<file path="src/rtl/walk_pkg.sv">
package walk_pkg;
  localparam int WK_XLEN    = 64;
  localparam int WK_PTE_W   = 64;
  localparam int WK_IDX_W   = 9;
  localparam int WK_OFF_W   = 12;
  localparam int WK_PPN_W   = 44;
  localparam int WK_PPN_LSB = 10;
  localparam int WK_FLAG_W  = 5;
  localparam int WK_LEVELS  = 3;

  typedef enum logic [3:0] {
    ST_IDLE,
    ST_L2_REQ,
    ST_L2_WAIT,
    ST_L1_REQ,
    ST_L1_WAIT,
    ST_L0_REQ,
    ST_L0_WAIT,
    ST_DONE
  } walk_state_t;

  typedef enum logic [1:0] {
    PTE_NEXT,
    PTE_LEAF,
    PTE_BAD
  } pte_kind_t;

  typedef logic [1:0] level_t;
endpackage

</file>
<file path="src/rtl/walk_vpn_sel.sv">
module walk_vpn_sel
  import walk_pkg::*;
#(
  parameter int IDX_W  = WK_IDX_W,
  parameter int OFF_W  = WK_OFF_W,
  parameter int PPN_W  = WK_PPN_W,
  parameter int LEVELS = WK_LEVELS
) (
  input  logic [LEVELS*IDX_W-1:0] vpn,
  input  level_t                  level,
  input  logic [PPN_W-1:0]        ppn,
  output logic [PPN_W+OFF_W-1:0]  fetch_addr
);
  localparam int ENT_B = OFF_W - IDX_W;
  localparam int SLOTS = 4;

  logic [IDX_W-1:0] idx_arr [SLOTS];
  logic [IDX_W-1:0] idx_sel;

  for (genvar g = 0; g < SLOTS; g++) begin : g_slice
    if (g < LEVELS) begin : g_used
      assign idx_arr[g] = vpn[g*IDX_W +: IDX_W];
    end else begin : g_pad
      assign idx_arr[g] = '0;
    end
  end

  always_comb begin
    idx_sel    = idx_arr[level];
    fetch_addr = {ppn, idx_sel, {ENT_B{1'b0}}};
  end
endmodule

</file>
<file path="src/rtl/walk_pte_eval.sv">
module walk_pte_eval
  import walk_pkg::*;
#(
  parameter int PTE_W   = WK_PTE_W,
  parameter int PPN_W   = WK_PPN_W,
  parameter int PPN_LSB = WK_PPN_LSB
) (
  input  logic [PTE_W-1:0]     pte,
  input  logic                 at_bottom,
  output pte_kind_t            kind,
  output logic [PPN_W-1:0]     next_ppn,
  output logic [WK_FLAG_W-1:0] flags
);
  logic ent_valid;
  logic ent_perm;
  logic unused_pte_bits;

  assign ent_valid       = pte[0];
  assign ent_perm        = |pte[3:1];
  assign next_ppn        = pte[PPN_LSB +: PPN_W];
  assign flags           = pte[WK_FLAG_W-1:0];
  assign unused_pte_bits = ^{pte[PTE_W-1:PPN_LSB+PPN_W], pte[PPN_LSB-1:WK_FLAG_W]};

  always_comb begin
    if (!ent_valid) begin
      kind = PTE_BAD;
    end else if (at_bottom) begin
      kind = ent_perm ? PTE_LEAF : PTE_BAD;
    end else begin
      kind = ent_perm ? PTE_BAD : PTE_NEXT;
    end
  end
endmodule

</file>
<file path="src/rtl/tbl_walker.sv">
module tbl_walker
  import walk_pkg::*;
#(
  parameter int XLEN    = WK_XLEN,
  parameter int PTE_W   = WK_PTE_W,
  parameter int IDX_W   = WK_IDX_W,
  parameter int OFF_W   = WK_OFF_W,
  parameter int PPN_W   = WK_PPN_W,
  parameter int PPN_LSB = WK_PPN_LSB,
  parameter int PA_W    = WK_PPN_W + WK_OFF_W
) (
  input  logic                 clk,
  input  logic                 rst_n,
  input  logic                 req_valid,
  output logic                 req_ready,
  input  logic [XLEN-1:0]      req_vaddr,
  input  logic [XLEN-1:0]      root_base,
  output logic                 mem_req_valid,
  input  logic                 mem_req_ready,
  output logic [PA_W-1:0]      mem_req_addr,
  input  logic                 mem_rsp_valid,
  input  logic [PTE_W-1:0]     mem_rsp_data,
  output logic                 done,
  output logic                 done_fault,
  output logic [PA_W-1:0]      done_paddr,
  output logic [WK_FLAG_W-1:0] done_flags
);
  localparam int VA_W = OFF_W + WK_LEVELS*IDX_W;

  walk_state_t          st_q, st_d;
  logic [VA_W-1:0]      va_q;
  logic [PPN_W-1:0]     ppn_q, ppn_d;
  logic [PA_W-1:0]      pa_q, pa_d;
  logic [WK_FLAG_W-1:0] fl_q, fl_d;
  logic                 flt_q, flt_d;

  level_t               lvl;
  logic                 in_wait;
  logic                 at_bottom;
  logic                 accept;
  logic                 take;
  logic                 va_en, ppn_en, res_en;
  pte_kind_t            kind;
  logic [PPN_W-1:0]     ent_ppn;
  logic [WK_FLAG_W-1:0] ent_flags;
  logic                 unused_hi_bits;

  assign unused_hi_bits = ^{req_vaddr[XLEN-1:VA_W], root_base[XLEN-1:PPN_W]};

  walk_vpn_sel #(
    .IDX_W (IDX_W),
    .OFF_W (OFF_W),
    .PPN_W (PPN_W),
    .LEVELS(WK_LEVELS)
  ) u_sel (
    .vpn       (va_q[VA_W-1:OFF_W]),
    .level     (lvl),
    .ppn       (ppn_q),
    .fetch_addr(mem_req_addr)
  );

  walk_pte_eval #(
    .PTE_W  (PTE_W),
    .PPN_W  (PPN_W),
    .PPN_LSB(PPN_LSB)
  ) u_eval (
    .pte      (mem_rsp_data),
    .at_bottom(at_bottom),
    .kind     (kind),
    .next_ppn (ent_ppn),
    .flags    (ent_flags)
  );

  always_comb begin
    unique case (st_q)
      ST_L2_REQ, ST_L2_WAIT: lvl = 2'd2;
      ST_L1_REQ, ST_L1_WAIT: lvl = 2'd1;
      default:               lvl = 2'd0;
    endcase
  end

  assign req_ready     = (st_q == ST_IDLE);
  assign mem_req_valid = (st_q == ST_L2_REQ) || (st_q == ST_L1_REQ) || (st_q == ST_L0_REQ);
  assign in_wait       = (st_q == ST_L2_WAIT) || (st_q == ST_L1_WAIT) || (st_q == ST_L0_WAIT);
  assign at_bottom     = (st_q == ST_L0_WAIT);
  assign accept        = req_valid && req_ready;
  assign take          = in_wait && mem_rsp_valid;
  assign done          = (st_q == ST_DONE);
  assign done_fault    = flt_q;
  assign done_paddr    = pa_q;
  assign done_flags    = fl_q;

  // Next-state logic
  always_comb begin
    st_d = st_q;
    unique case (st_q)
      ST_IDLE:    if (req_valid) st_d = ST_L2_REQ;
      ST_L2_REQ:  if (mem_req_ready) st_d = ST_L2_WAIT;
      ST_L2_WAIT: if (mem_rsp_valid) st_d = (kind == PTE_NEXT) ? ST_L1_REQ : ST_DONE;
      ST_L1_REQ:  if (mem_req_ready) st_d = ST_L1_WAIT;
      ST_L1_WAIT: if (mem_rsp_valid) st_d = (kind == PTE_NEXT) ? ST_L0_REQ : ST_DONE;
      ST_L0_REQ:  if (mem_req_ready) st_d = ST_L0_WAIT;
      ST_L0_WAIT: if (mem_rsp_valid) st_d = ST_DONE;
      ST_DONE:    st_d = ST_IDLE;
      default:    st_d = ST_IDLE;
    endcase
  end

  // Datapath enables and next values
  always_comb begin
    va_en  = accept;
    ppn_en = accept || (take && (kind == PTE_NEXT));
    res_en = take && (kind != PTE_NEXT);
    ppn_d  = accept ? root_base[PPN_W-1:0] : ent_ppn;
    flt_d  = (kind == PTE_BAD);
    pa_d   = flt_d ? '0 : {ent_ppn, va_q[OFF_W-1:0]};
    fl_d   = flt_d ? '0 : ent_flags;
  end

  always_ff @(posedge clk or negedge rst_n) begin
    if (!rst_n) begin
      st_q <= ST_IDLE;
    end else begin
      st_q <= st_d;
    end
  end

  always_ff @(posedge clk or negedge rst_n) begin
    if (!rst_n) begin
      va_q <= '0;
    end else if (va_en) begin
      va_q <= req_vaddr[VA_W-1:0];
    end
  end

  always_ff @(posedge clk or negedge rst_n) begin
    if (!rst_n) begin
      ppn_q <= '0;
    end else if (ppn_en) begin
      ppn_q <= ppn_d;
    end
  end

  always_ff @(posedge clk or negedge rst_n) begin
    if (!rst_n) begin
      pa_q  <= '0;
      fl_q  <= '0;
      flt_q <= 1'b0;
    end else if (res_en) begin
      pa_q  <= pa_d;
      fl_q  <= fl_d;
      flt_q <= flt_d;
    end
  end
endmodule

</file>
<file path="config.mk">
export PLATFORM = sky130hd
export DESIGN_NAME = tbl_walker
export DESIGN_NICKNAME = d
export VERILOG_FILES = /design/src/rtl/walk_pkg.sv /design/src/rtl/walk_vpn_sel.sv /design/src/rtl/walk_pte_eval.sv /design/src/rtl/tbl_walker.sv
export SDC_FILE = /design/constraint.sdc
export NUM_CORES = 1
export LEC_CHECK = 0
export ABC_CLOCK_PERIOD_IN_PS = 3700
export BUFFER_PORTS_ARGS = -buffer_cell sky130_fd_sc_hd__buf_2
export CAP_MARGIN = 20
export CORE_MARGIN = 1
export CORE_UTILIZATION = 45
export DETAILED_ROUTE_END_ITERATION = 8
export GPL_TIMING_DRIVEN = 0
export PLACE_DENSITY = 0.82
export SLEW_MARGIN = 20
export SYNTH_ARGS = -nofsm -noshare
export SYNTH_HDL_FRONTEND = slang
export SYNTH_SLANG_ARGS = --single-unit
</file>
<file path="constraint.sdc">
create_clock -name clk -period 3.7 [get_ports clk]
set_input_delay 0.37 -clock clk [delete_from_list [all_inputs] [get_ports clk]]
set_output_delay 0.37 -clock clk [all_outputs]
set_load 0.1 [all_outputs]
</file>
==> results.cfg, run 1 <==
[route]
drt_wl_total_um = 21700
detail_route.wl_per_cell_um = 17.1
viasPerCell = 5.24
num_vias = 6640
drtAntennaViolNets = 0
route.detailed.drc = 0
first_iter_violations = 302
drtPass1Iterations = 6

[placed_design]
portBuffers = 254
pre_cts_slack_ps = 436
gp_congestion = 0.813
place_hpwl_um = 16000

[clock_tree]
cts_tree = done
numCtsBuffers = 17
holdBufCountCts = 1
clk_pin_slew_ps = 60
cts-root-buf = clkbuf_16
cts_buffer_depth = 2
htreeDepth = 4
clk_latency_ps = 420
clock-sinks = 148
ctsResizeCount = 0
cts_setup_buffers = 0

[floorplan]
fp.dieH_um = 131
dieArea_mm2 = 0.0171
io_pins = 318
rows = 46
start_util_pct = 46.4
die_w_um = 131
core_mm2 = 0.0161

[layout]
drive_gt1_share_pct = 31.8
area_growth_pct = 27.8
multi_input_area_mm2 = 0.00326
fin_nets = 1241
register_area_mm2 = 0.00370
nFillCells = 1393

[synthesis]
synth-compound-area-share_pct = 10.0
synth_xor_area_share_pct = 0
synthArstFlopShare_pct = 100
muxShareOfSynthArea_pct = 10.3
synth_edf_count = 0
yosysSeqAreaShare_pct = 49.7
synth.avg_cell_area_um2 = 9.73
synthSimpleGateAreaFrac_pct = 23.1
synth_fa_ha_area_share_pct = 0.168
ys_types = 43
ys_ff_latch = 148
syn_area_mm2 = 0.00746
ys_warn_count = 0
synth_top_family_by_area = simple AND/OR/NAND/NOR gates
synth_flop_cell = dfrtp_1
synthCells = 766

[global_route]
grt_max_degree = 83
grt_pass1_vias = 6374
gr-usage-all-layers_pct = 25.5
overflow = 0
antenna_found_initial = 2
grt_pass1_wl_um = 32700

[critical_path]
critPathMaxStageDelay_ps = 400
worstPathCellList = clkbuf_1, clkbuf_1, clkbuf_1, and3_1, ha_1, or3b_4, nand3_2, buf_2, mux2_1
endpoint_kind = flip-flop
slowest_stage = or3b_4
worst-setup-path-type = flip-flop to flip-flop
crit_required_ps = 4000
critPathMaxFanout = 10
cpMostUsedCell = clkbuf_1
arrival_ps = 3560
startpoint_type = flip-flop

[sta]
finalClockSkew_ps = 7.25
finalCriticalPeriod_ps = 3260
final-setup-viol-count = 0
hold_viol = 0
slew_viol_final = 0
setup_ws_ps = 437
max_freq_mhz = 306
slew_headroom_pct = 51.6
worst_slew_pin_slew_ps = 726
fin_crit_sh_pct = 88.2
rsz0062_at_grt = no
setup-tns-final_ps = 0

[run]
cap_violations = 0

[min_path]
hold_class = primary input to flip-flop

[status]
status = finished, final reports clean
-- sequential cells by signal, summed over array words and instances (netlist names) --
| register | cells |
|---|---|
| done_fault | 1 |
| done_flags | 5 |
| done_paddr | 56 |
| ppn_q | 44 |
| st_q | 3 |
| va_q | 39 |
-- metrics by stage --
stage | cells | area, um2 | utilization [%] | hold WS [ps]
detailed placement | 1239 | 9040 | 56.3 | 407
CTS | 1267 | 9530 | 59.3 | 128
finish | 1268 | 9530 | 59.4 | 140
floorplan | 768 | 7460 | - | 74.4
global placement | 1238 | 9000 | 56.1 | 450
global route | 1268 | 9530 | 59.4 | 148
-- logic make-up (layout without fill, tap and decap cells) --
| kind of cell | count (synthesis) | count (layout) |
|---|---|---|
| DFF | 148 | 148 |
| adders and majority gates | 1 | 1 |
| AOI/OAI and AO/OA | 85 | 85 |
| and+or+nand+nor | 347 | 347 |
| buffers and inverters | 115 | 398 |
| muxes | 69 | 69 |
| other | 1 | 4 |
-- synth_stat cells (all sizes together), types with 2 or more instances --
cell type / number / area share (%)
dfrtp: 148 / 50
nand2b: 2 / 0.17
mux2i: 9 / 1.2
mux2: 60 / 9.1
o211a: 9 / 1.2
inv: 48 / 2.4
o211ai: 43 / 5.7
or3: 2 / 0.17
o21ai: 10 / 0.67
and3: 62 / 5.2
clkbuf: 33 / 1.7
or4: 44 / 4.4
nor2b: 10 / 0.84
a2bb2oi: 9 / 1.1
nand2: 207 / 10
nor2: 2 / 0.10
nor3: 11 / 0.89
a21oi: 6 / 0.40
buf: 34 / 2.7
-- cells in the final DEF, fill, tap and decap left out, types with 2 or more instances in the layout --
master      count
a21oi_1         6
a2bb2oi_1       9
and3_1         62
buf_1           8
buf_2         269
buf_4           6
buf_6           4
clkbuf_1       36
clkbuf_16      17
clkinv_2        5
clkinvlp_4      2
conb_1          3
dfrtp_1       148
inv_1          45
inv_2           3
mux2_1         60
mux2i_1         9
nand2_1       207
nand2b_1        2
nor2_1          2
nor2b_1        10
nor3_1         10
o211a_1         9
o211ai_1       22
o211ai_2       21
o21ai_0         9
or3_1           2
or4_1          44
-- worst paths after layout --
path                               from        endpoint  slack, ps  cells after the start
max                             st_q[2]  done_paddr[52]        440                      9
min                        req_vaddr[6]         va_q[6]        140                      3
max reg2reg                     st_q[2]  done_paddr[52]        440                      9
min reg2reg                     va_q[5]         va_q[5]        470                      2
max in group asynchronous         rst_n         va_q[0]       2400                      3
min in group asynchronous         rst_n       ppn_q[12]        550                      2
-- routing by layer --
metal  track usage [%]  wire, um  up-vias
met1              31.2      9260     3179
met3              6.15      1360       33
met5                 0        10        -
met2              43.4     10600      249
met4              9.53       464        2
li1                  -         -     3177
-- worst max-delay path, delay by kind of cell (launching register included) --
| kind | cells | cell delay (ps) |
|---|---|---|
| buffers and inverters | 4 | 1350 |
| and+or+nand+nor | 3 | 870 |
| muxes | 1 | 360 |
| DFF | 1 | 320 |
| adders and majority gates | 1 | 240 |
-- cell type report --
cell class,count,area share [%]
tap,216,2.84
clock buffer,20,4.58
sequential,148,38.9
multi-input combinational,505,34.2
timing repair buffer,256,13.8
inverter,48,1.89
buffer,67,3.40
clock inverter,7,0.420
antenna,1,0.0263
Power of run 1 is not shown: default switching activity piles up to over one toggle a cycle in this logic, so the estimate is an artifact.
==> run 2, diff against run 1 <==
Settings changed: MAX_ROUTING_LAYER set to met4.
==> run 2 against run 1 <==
Compared with the run above:
- non-clock buffer count unchanged
- critical path type unchanged
- first-iteration DRC count is 14% higher
- critical path depth increased by 1
- sequential share of layout area is essentially flat
==> results.cfg, run 2 (synthesis results as in run 1) <==
[floorplan]
core_mm2 = 0.0161
dieArea_mm2 = 0.0171
rows = 46
fp.dieH_um = 131
start_util_pct = 46.4
io_pins = 318
die_w_um = 131

[critical_path]
critPathMaxStageDelay_ps = 400
arrival_ps = 3540
slowest_stage = or3b_4
path_buf_inv = 5
worst-setup-path-type = flip-flop to flip-flop
startpoint_type = flip-flop
path_delay_family = buffers and inverters
critPathMaxFanout = 10
worstPathCellList = clkbuf_1, buf_2, clkbuf_1, inv_2, and3_1, ha_1, or3b_4, nand3_2, buf_2, mux2_1
reg2reg_slack_ps = 450
endpoint_kind = flip-flop
crit_required_ps = 3990

[clock_tree]
cts_tree = done
cts_buffer_depth = 2
clk_pin_slew_ps = 60
numCtsBuffers = 17
htreeDepth = 4
cts-root-buf = clkbuf_16
clk_latency_ps = 410
clock-sinks = 148
ctsResizeCount = 0

[sta]
rsz0062_at_grt = no
hold_viol = 0
slew_headroom_pct = 50.2
max_freq_mhz = 308
final-setup-viol-count = 0
worst_slew_pin_slew_ps = 747
fin_crit_sh_pct = 87.7
setup-tns-final_ps = 0
finalClockSkew_ps = 7.78
finalCriticalPeriod_ps = 3250
slew_viol_final = 0

[placed_design]
place_hpwl_um = 16000
portBuffers = 254
gp_congestion = 0.825

[route]
route.detailed.drc = 0
first_iter_violations = 343
wl_met3_um = 1400
drt_wl_total_um = 21600
viasPerCell = 5.24
detail_route.wl_per_cell_um = 17.0
drtPass1Iterations = 7
drtAntennaViolNets = 0
num_vias = 6654
dr_wl_met2_um = 10500
topRoutingLayerUsed = met4
wl_met1_um = 9220

[layout]
drive_gt1_share_pct = 31.8
layout_common_cells = 269 x buf_2, 207 x nand2_1, 148 x dfrtp_1
nFillCells = 1392
largest_reg_flops = 56
fin_nets = 1241
layout_commonest_cell = buf_2
area_growth_pct = 27.9

[min_path]
hold_class = primary input to flip-flop

[global_route]
overflow = 0
grt_pass1_wl_um = 32700
antenna_found_initial = 2
grt_pass1_vias = 6367
gr-usage-all-layers_pct = 26.2
grt_max_degree = 83

[status]
status = finished, final reports clean

[run]
cap_violations = 0
run 2: through the flow:
stage          hold WS (ps)  instances  setup WS [ps]  area (um2)  utilization, %
6_report                142       1269            453        9530            59.4
5_1_grt                 148       1269            241        9530            59.4
4_1_cts                 128       1267            429        9530            59.3
3_5_place_dp            407       1239            436        9040            56.3
3_3_place_gp            450       1238           79.1        9000            56.1
2_1_floorplan          74.4        768            353        7460               -
run 2: final cells by class:
cell class / instances / area [um2] / share of cell area [%]
Sequential cell: 148 / 3700 / 38.8
Clock buffer: 20 / 437 / 4.58
Buffer: 67 / 324 / 3.40
Antenna cell: 2 / 5.00 / 0.0525
Multi-Input combinational cell: 505 / 3260 / 34.1
Tap cell: 216 / 270 / 2.83
Timing Repair Buffer: 256 / 1320 / 13.8
Clock inverter: 7 / 40.0 / 0.420
Inverter: 48 / 180 / 1.89
run 2: path summary, 6_finish.rpt:
path,from,to,cells after the start
setup / recovery,st_q[0],done_paddr[9],10
hold / removal,req_vaddr[23],va_q[23],3
setup reg to reg,st_q[0],done_paddr[9],10
hold reg to reg,va_q[5],va_q[5],2
max in group asynchronous,rst_n,va_q[0],3
min in group asynchronous,rst_n,ppn_q[12],2
run 2: metal layers:
| metal | GRT usage (%) | up-vias |
|---|---|---|
| met5 | - | - |
| met4 | 9.53 | 0 |
| met3 | 6.07 | 36 |
| met2 | 43.3 | 260 |
| met1 | 31.3 | 3182 |
| li1 | - | 3176 |
run 2: repair_timing:
action / in CTS / in global routing
hold buffers: 1 / 0
setup endpoints to repair: 0 / 0
endpoints found under the hold margin: 81 / 0
setup buffers: 0 / 0
run 2: worst reg2reg max path: cells and delay by family, from the launching register on:
| family | cells | cell delay [ps] |
|---|---|---|
| flip-flops | 1 | 310 |
| AND/OR/NAND/NOR | 3 | 830 |
| multiplexers | 1 | 370 |
| adder cells (fa/ha/maj) | 1 | 290 |
| buffers and inverters | 5 | 1320 |
Power of run 2 is left out for the same reason.
==> run 3, diff against run 2 <==
Settings changed: ABC_AREA set to 1, CTS_BUF_LIST set to sky130_fd_sc_hd__clkbuf_16, PLACE_DENSITY 0.82 to 0.83.
==> run 3 against run 2 <==
Compared with the run above:
- synthesized cell count increased by 15%
- die area shrank 6.3%
- critical path type is now flip-flop to output port
- register-to-register slack better by 950 ps
- the flow now finishes with violations (DRC)
- via count is 6.3% higher
- critical endpoint is now mem_req_addr[4]
- worst hold slack better by 23 ps
- first-iteration DRC count grew 63%
==> results.cfg, run 3 <==
[critical_path]
worstPathCellList = buf_4, inv_4, nand3_1, nand2_1, buf_4, nor2_1, o21ai_0, buf_2
slowest_stage = buf_2
critPathMaxStageDelay_ps = 480
path_delay_family = buffers and inverters
endpoint_kind = output port
reg2reg_slack_ps = 1400
startpoint_type = flip-flop
arrival_ps = 2300
crit_required_ps = 3330
worst-setup-path-type = flip-flop to output port
cpMostUsedCell = buf_4
critPathMaxFanout = 10
path_buf_inv = 4

[clock_tree]
numCtsBuffers = 17
clk_pin_slew_ps = 60
cts_setup_buffers = 0
cts_tree = done
holdBufCountCts = 1
ctsResizeCount = 0
htreeDepth = 4
cts_buffer_depth = 2
clk_latency_ps = 420
clock-sinks = 148
cts-root-buf = clkbuf_16

[sta]
worst_slew_pin_slew_ps = 654
hold_slack_ps = 165
finalClockSkew_ps = 5.54
max_freq_mhz = 375
setup_ws_ps = 1030
final-setup-viol-count = 0
fin_crit_sh_pct = 72.1
rsz0062_at_grt = no
slew_viol_final = 0
finalCriticalPeriod_ps = 2670
slew_headroom_pct = 56.4
setup-tns-final_ps = 0
hold_viol = 0

[placed_design]
pre_cts_slack_ps = 1140
portBuffers = 253
place_hpwl_um = 15700
gp_congestion = 0.861

[synthesis]
synth_top_cell_by_area = dfrtp_1
ys_warn_count = 0
synth_fa_ha_area_share_pct = 0.179
ys_types = 26
synth_xor_area_share_pct = 0
syn_area_mm2 = 0.00698
synth_top_cell_area_share_pct = 53.0
ys_ff_latch = 148
muxShareOfSynthArea_pct = 0
synthArstFlopShare_pct = 100
synth.avg_cell_area_um2 = 7.92
synth_top_family_by_area = simple AND/OR/NAND/NOR gates
yosysMostFrequentCell = nand2_1
synthTopCellsByCount = 398 x nand2_1, 148 x dfrtp_1, 126 x nand3_1
yosysSeqAreaShare_pct = 53.0
synth-compound-area-share_pct = 6.02
synthSimpleGateAreaFrac_pct = 33.6
synth_flop_cell = dfrtp_1
synthCells = 881
synth_edf_count = 0
synth_area_leaders = dfrtp_1 53%, nand2_1 21%, nand3_1 9.0%

[status]
violations = DRC
status = finished with violations

[route]
first_iter_violations = 560
route.detailed.drc = 2
drtPass1Iterations = 7
num_vias = 7070
detail_route.wl_per_cell_um = 15.8
drtAntennaViolNets = 0
drt_wl_total_um = 21500
viasPerCell = 5.21

[layout]
area_growth_pct = 31.3
drive_gt1_share_pct = 29.2
fin_nets = 1355
largest_reg_flops = 56
n_antenna_cell = 0
nFillCells = 1352
layout_commonest_cell = nand2_1
layout_common_cells = 398 x nand2_1, 272 x buf_2, 148 x dfrtp_1

[global_route]
overflow = 0
gr-usage-all-layers_pct = 28.4
grt_pass1_vias = 6626
antenna_found_initial = 0
grt_pass1_wl_um = 33900
grt_max_degree = 87

[floorplan]
core_mm2 = 0.0151
rows = 45
die_w_um = 127
fp.dieH_um = 127
dieArea_mm2 = 0.0160
io_pins = 318
start_util_pct = 46.1

[run]
cap_violations = 0

[min_path]
hold_class = primary input to flip-flop
==> run 3: worst paths after layout <==
kind,startpoint,endpoint,depth (start not counted)
max in group asynchronous,rst_n,done_paddr[41],3
min in group asynchronous,rst_n,ppn_q[0],2
setup / recovery,st_q[2],mem_req_addr[4],8
setup reg to reg,st_q[0],ppn_q[4],13
hold reg to reg,va_q[17],va_q[17],2
hold / removal,req_vaddr[33],va_q[33],3
==> run 3: per-layer routing <==
metal	track usage, %	share of wire, %	up-vias
li1	-	-	3357
met1	35.1	42	3329
met2	45.8	48	318
met3	4.81	7.1	66
met4	12.8	3.4	0
met5	-	0	-
==> run 3: tightest hold or removal path: cells and delay by family <==
family                 cells  cell delay (ps)
AND/OR/NAND/NOR            2              110
buffers and inverters      1               70
==> run 3: per-stage QoR <==
stage | util (%) | std cells | area, um2
6_report | 60.5 | 1358 | 9170
5_1_grt | 60.5 | 1358 | 9170
4_1_cts | 60.5 | 1358 | 9170
3_5_place_dp | 56.3 | 1325 | 8530
3_3_place_gp | 56.1 | 1324 | 8490
2_1_floorplan | - | 883 | 6990
==> run 3: cells by family (layout without fill, tap and decap cells) <==
family	count (synthesis)	after routing
flops	148	148
buf+inv	88	375
fa+ha+maj	1	1
compound gates	84	84
simple gates	559	559
other cells	1	3
==> run 3: layout make-up <==
type	instances	area [um2]	area share [%]
plain buffers	65	408	4.45
well taps	188	235	2.57
flip-flops and latches	148	3700	40.4
repair buffers	255	1310	14.3
multi-input cells	647	2790	30.4
clock buffers	17	425	4.64
inverters	23	88.8	0.969
clock inverters	15	203	2.21
Power of run 3 is left out for the same reason.
